`src/rtl/irqt_pkg.sv`:
```
package irqt_pkg;
  typedef enum logic {
    MODE_SCANLINE = 1'b0,
    MODE_CYCLE    = 1'b1
  } tick_mode_e;

  localparam int CTRL_MODE_BIT  = 2;
  localparam int CTRL_EN_BIT    = 1;
  localparam int CTRL_REARM_BIT = 0;
endpackage

```
`src/rtl/irqt_prescaler.sv`:
```
module irqt_prescaler #(
  parameter int PERIOD = 341,
  parameter int STEP   = 3
) (
  input  logic clk,
  input  logic rst,
  input  logic load,
  input  logic run,
  output logic tick
);
  localparam int PW = $clog2(PERIOD) + 2;
  localparam logic signed [PW-1:0] PERIOD_V = PW'(PERIOD);
  localparam logic signed [PW-1:0] STEP_V   = PW'(STEP);

  logic signed [PW-1:0] acc;
  logic signed [PW-1:0] diff;
  logic                 nonpos;

  always_comb begin
    diff   = acc - STEP_V;
    nonpos = diff[PW-1] | (diff == '0);
    tick   = run & nonpos;
  end

  always_ff @(posedge clk) begin
    if (rst || load) acc <= PERIOD_V;
    else if (run) acc <= nonpos ? diff + PERIOD_V : diff;
  end

  assert_presc_range_R5: assert property (@(posedge clk) disable iff (rst)
    (acc > 0) && (acc <= PERIOD_V));
  assert_tick_refill_R5: assert property (@(posedge clk) disable iff (rst)
    (tick && !load) |=> (acc > PERIOD_V - STEP_V - STEP_V + 1) || (acc > PERIOD_V - STEP_V));
endmodule

```
`src/rtl/irqt_counter.sv`:
```
module irqt_counter #(
  parameter int CW = 8
) (
  input  logic          clk,
  input  logic          rst,
  input  logic          latch_we,
  input  logic          load,
  input  logic          tick,
  input  logic          irq_clr,
  input  logic [CW-1:0] data,
  output logic [CW-1:0] count,
  output logic          irq
);
  logic [CW-1:0] reload;
  logic          wrap;

  assign wrap = tick & (count == '1);

  always_ff @(posedge clk) begin
    if (rst) begin
      reload <= '0;
      count  <= '0;
      irq    <= 1'b0;
    end else begin
      if (latch_we) reload <= data;
      if (load) count <= reload;
      else if (wrap) count <= reload;
      else if (tick) count <= count + 1'b1;
      if (wrap) irq <= 1'b1;
      else if (irq_clr) irq <= 1'b0;
    end
  end

  assert_wrap_sets_R6: assert property (@(posedge clk) disable iff (rst)
    wrap |=> irq);
  assert_irq_sticky_R7: assert property (@(posedge clk) disable iff (rst)
    (irq && !irq_clr) |=> irq);
  assert_clear_wins_not_R9: assert property (@(posedge clk) disable iff (rst)
    (irq_clr && !wrap) |=> !irq);
endmodule

```
`src/rtl/irqt_ctrl.sv`:
```
module irqt_ctrl
  import irqt_pkg::*;
(
  input  logic       clk,
  input  logic       rst,
  input  logic       ctrl_we,
  input  logic       ack_we,
  input  logic [7:0] data,
  output tick_mode_e mode,
  output logic       enable
);
  logic rearm;

  always_ff @(posedge clk) begin
    if (rst) begin
      mode   <= MODE_SCANLINE;
      enable <= 1'b0;
      rearm  <= 1'b0;
    end else if (ctrl_we) begin
      mode   <= tick_mode_e'(data[CTRL_MODE_BIT]);
      enable <= data[CTRL_EN_BIT];
      rearm  <= data[CTRL_REARM_BIT];
    end else if (ack_we) begin
      enable <= rearm;
    end
  end

  assert_ack_rearm_R8: assert property (@(posedge clk) disable iff (rst)
    (ack_we && !ctrl_we) |=> (enable == $past(rearm)));
endmodule

```
`src/rtl/scan_irq_timer.sv`:
```
module scan_irq_timer
  import irqt_pkg::*;
#(
  parameter int CW     = 8,
  parameter int PERIOD = 341,
  parameter int STEP   = 3
) (
  input  logic          clk,
  input  logic          rst,
  input  logic          clk_en,
  input  logic          wr_latch,
  input  logic          wr_ctrl,
  input  logic          wr_ack,
  input  logic [CW-1:0] wr_data,
  output logic          irq
);
  tick_mode_e    mode;
  logic          enable;
  logic          load;
  logic          live;
  logic          presc_tick;
  logic          tick;
  logic [CW-1:0] count;

  irqt_ctrl u_ctrl (
    .clk(clk), .rst(rst), .ctrl_we(wr_ctrl), .ack_we(wr_ack),
    .data(8'(wr_data)), .mode(mode), .enable(enable)
  );

  assign load = wr_ctrl & wr_data[CTRL_EN_BIT];
  assign live = clk_en & enable & ~wr_ctrl;

  irqt_prescaler #(.PERIOD(PERIOD), .STEP(STEP)) u_presc (
    .clk(clk), .rst(rst), .load(load),
    .run(live & (mode == MODE_SCANLINE)), .tick(presc_tick)
  );

  assign tick = (live & (mode == MODE_CYCLE)) | presc_tick;

  irqt_counter #(.CW(CW)) u_cnt (
    .clk(clk), .rst(rst), .latch_we(wr_latch), .load(load), .tick(tick),
    .irq_clr(wr_ctrl | wr_ack), .data(wr_data), .count(count), .irq(irq)
  );

  assert_ctrl_clears_R3: assert property (@(posedge clk) disable iff (rst)
    wr_ctrl |=> !irq);
  assert_freeze_R10: assert property (@(posedge clk) disable iff (rst)
    (!clk_en && !wr_ctrl) |=> $stable(count));
  assert_idle_R11: assert property (@(posedge clk) disable iff (rst)
    (!enable && !wr_ctrl) |=> $stable(count));
  assert_reset_R1: assert property (@(posedge clk)
    rst |=> (!irq && count == '0));
endmodule

```
`config.mk`:
```
export PLATFORM = sky130hd
export DESIGN_NAME = scan_irq_timer
export DESIGN_NICKNAME = d
export VERILOG_FILES = /design/src/rtl/irqt_pkg.sv /design/src/rtl/irqt_prescaler.sv /design/src/rtl/irqt_counter.sv /design/src/rtl/irqt_ctrl.sv /design/src/rtl/scan_irq_timer.sv
export SDC_FILE = /design/constraint.sdc
export NUM_CORES = 1
export LEC_CHECK = 0
export ABC_AREA = 1
export BUFFER_PORTS_ARGS = -buffer_cell sky130_fd_sc_hd__buf_2
export CORE_AREA = 2 2 80 82
export DETAILED_ROUTE_END_ITERATION = 7
export DIE_AREA = 0 0 82 84
export PLACE_DENSITY = 0.6
export SLEW_MARGIN = 10
export SYNTH_ARGS = -nofsm -noshare
export SYNTH_HDL_FRONTEND = slang
export SYNTH_HIERARCHICAL = 1
export SYNTH_SLANG_ARGS = --single-unit
```
`constraint.sdc`:
```
create_clock -name clk -period 4.7 [get_ports clk]
set_clock_uncertainty 0.1 [all_clocks]
set_input_delay 0.47 -clock clk [delete_from_list [all_inputs] [get_ports clk]]
set_output_delay 0.47 -clock clk [all_outputs]
set_load 0.005 [all_outputs]
```
==> results by group <==
Run status
  – Status: complete, no violations

Detailed routing
  – Vias per Instance: 4.82
  – Per-cell routed wire length: 11.0 µm
  – DR vias: 2016
  – Detailed Route Iter0 Violations: 97
  – DRC viols: 0
  – First-pass iteration count of the detailed router: 4
  – DRT antenna net count: 0
  – Post-Route WL: 4600 µm

Final layout
  – Area growth, synth to finish: 11.0%
  – Layout cells sized above 1: 14.7%
  – Fin util: 37.0%
  – ANT cells: 0
  – Fin nets: 359

Synth
  – Synth warn: 6
  – Top post-synthesis cells by area: dfxtp_1 31%, nand2_1 16%, nor2_1 7.9%
  – Main combinational cell family by area after synthesis: simple AND/OR/NAND/NOR gates
  – Synth Area in Adders: 2.46%
  – Fraction of the yosys area taken by sequential cells: 30.5%
  – Mux share of post-synthesis cell area: 0%
  – Synth Net Count: 342
  – XOR/XNOR Fraction of Synth Area: 2.95%
  – Yosys reg bits: 31
  – Synth top area share: 30.5%
  – Netlist cell types: 30
  – Synth Area in Simple Gates: 42.3%
  – Mean Syn Cell Area: 6.28 µm²
  – Yosys top cell by area: dfxtp_1
  – Syn Std Cell Area: 0.00203 mm²
  – Compound-Gate Fraction of Synth Area: 12.0%
  – Post-Synthesis Cells: 324

Worst setup path
  – Worst Path Arrival: 2.90 ns
  – Critical Path RT: 4.77 ns
  – CP max FO: 14
  – Crit Path Class: flip-flop to flip-flop
  – Worst setup SP type: flip-flop
  – Critical Path Sink Type: flip-flop

CTS
  – Max clock buf depth: 2
  – CTS Root Cell: clkbuf_8
  – Clk slew on worst S/H paths: 0.07 ns
  – Clk Latency, worst-skew pair: 0.28 ns
  – Post_cts resized: 0
  – Post-CTS Hold Buffers: 0
  – CTS sink cnt: 31
  – CTS tree: built
  – CTS Buf Count: 5
  – H-tree level count: 2
  – Post-CTS Setup Bufs: 0

STA
  – Crit path time final: 2.83 ns
  – Setup violators final: 0
  – Min Hold Slack: 0.303 ns
  – Setup Total Neg Slack: 0 ns
  – Max Slew Vio Count: 0
  – RSZ-0062 raised after global routing: false
  – Final hold violation count: 0
  – Worst-Margin Slew: 0.361 ns
  – Relative slew slack: 75.8%
  – Fin crit share: 60.3%
  – Fmax: 353 MHz

Power and ir drop
  – Leak Pwr: 1.04 nW
  – Worst VDD drop: 0.151 mV
  – Pwr Density: 247 mW/mm²

Die
  – Initial Utilization: 33.4%
  – Chip Width: 82 µm
  – Die height: 84 µm
  – Full die area: 0.00689 mm²
  – Num rows: 29
  – I/O Pins: 15
  – Core Area: 0.00610 mm²

Placed design
  – Post-DP HPWL: 3470 µm
  – RD Place Congestion: 0.862
  – # port buffers: 14

Global routing
  – First-pass GRT wire length: 8180 µm
  – GRT Util Overall: 15.1%
  – Largest net degree at the start of global routing: 15
  – Initial antenna violation count: 0
  – Vias in the first global route: 1864
  – Remaining global-route overflow: 0

Flow run
  – Max Cap Viol: 0

Worst hold path
  – HP Class: primary input to flip-flop
worst max-delay path: stages (launching register included):
cell     delay [ns]
dfxtp_1        0.41
inv_2          0.10
ha_1           0.18
nand2_1        0.13
nand2_2        0.10
nor2_2         0.16
nand2_1        0.08
nand2_2        0.12
nor2_2         0.06
nand3_2        0.12
nand2_4        0.13
nand2_1        0.12
inv_1          0.04
inv_1          0.04
nand2_1        0.07
nor2_1         0.27
inv_1          0.22
o21ai_0        0.20
a21oi_1        0.06
layout make-up:
cell class | instances | area (µm²)
Sequential cell | 31 | 621
Clock inverter | 1 | 5.00
Clock buffer | 6 | 82.6
Fill cell | 695 | 3840
Timing Repair Buffer | 15 | 77.6
Inverter | 43 | 161
Tap cell | 77 | 96.3
Multi-Input combinational cell | 245 | 1210
layer usage:
| layer | track usage [%] | routed length [µm] | up-vias |
|---|---|---|---|
| li1 | - | - | 1057 |
| met1 | 19.0 | 2170 | 909 |
| met2 | 24.0 | 2130 | 39 |
| met3 | 3.57 | 178 | 11 |
| met4 | 6.67 | 120 | 0 |
| met5 | 0 | 0 | - |
worst paths after layout:
kind	startpoint	slack (ns)	cells past startpoint	endpoint
worst max-delay path	u_presc/acc[2]$_SDFFE_PP1P_	1.87	18	u_cnt/count[1]$_SDFFE_PP0P_
worst min-delay path	wr_data[4]	0.30	3	u_cnt/reload[4]$_SDFFE_PP0P_
worst max register to register	u_presc/acc[2]$_SDFFE_PP1P_	1.87	18	u_cnt/count[1]$_SDFFE_PP0P_
worst min register to register	u_cnt/reload[6]$_SDFFE_PP0P_	0.36	2	u_cnt/count[6]$_SDFFE_PP0P_
placed cells by master (no fill, tap or decap):
cell type	n
inv_1	40
nor3_2	1
a21oi_1	19
nand3b_1	1
nand3_2	2
o21ai_2	1
nor2_4	3
xor2_1	4
nor2_2	5
nand2_1	86
nand4_1	4
buf_4	1
o21ai_0	24
buf_2	14
nand3_1	28
ha_1	4
nand2_2	10
nand2_4	3
xnor2_2	1
clkbuf_8	6
nor3_1	1
clkinv_1	1
o211ai_1	2
inv_2	2
or2_1	1
clkinv_2	1
xnor2_1	1
o21ai_1	1
dfxtp_1	31
nor2_1	43
synth_stat cells, drive strengths merged:
cell    number
inv         42
dfxtp       31
nor3         2
a21oi       19
nand3       30
nand3b       1
nand4        4
o21ai       26
nor2        51
xnor2        2
nand2       99
ha           4
or2          1
xor2         4
clkbuf       3
buf          2
o211ai       2
clkinv       1
report_power, final:
group | leakage (nW) | switching, mW | internal, mW | total, mW
sequential | 0.254 | 0.00990 | 0.275 | 0.284
clock | 0.0470 | 0.0998 | 0.115 | 0.215
combinational | 0.734 | 0.0372 | 0.0215 | 0.0587
stage by stage:
step,instances,cell area [µm²],total power [mW],worst slack (ns)
floorplan,324,2030,0.329,2.16
global placement,411,2170,0.348,1.93
detailed placement,411,2170,0.349,1.89
CTS,418,2260,0.566,1.88
global route,418,2260,0.590,1.55
finish,418,2260,0.558,1.87
sequential cells by signal, summed over array words and instances, names as in the netlist:
register / count
u_cnt/count: 8
u_cnt/irq: 1
u_cnt/reload: 8
u_ctrl/enable: 1
u_ctrl/mode: 1
u_ctrl/rearm: 1
u_presc/acc: 11
cell families (layout without fill, tap and decap cells):
logic type	after synthesis	after routing
AO/OA/AOI/OAI	47	47
AND/OR/NAND/NOR	188	188
flip-flops	31	31
XOR/XNOR	6	6
adder cells (fa/ha/maj)	4	4
buffers and inverters	48	65
No activity file was read; power rests on OpenSTA's default activity.
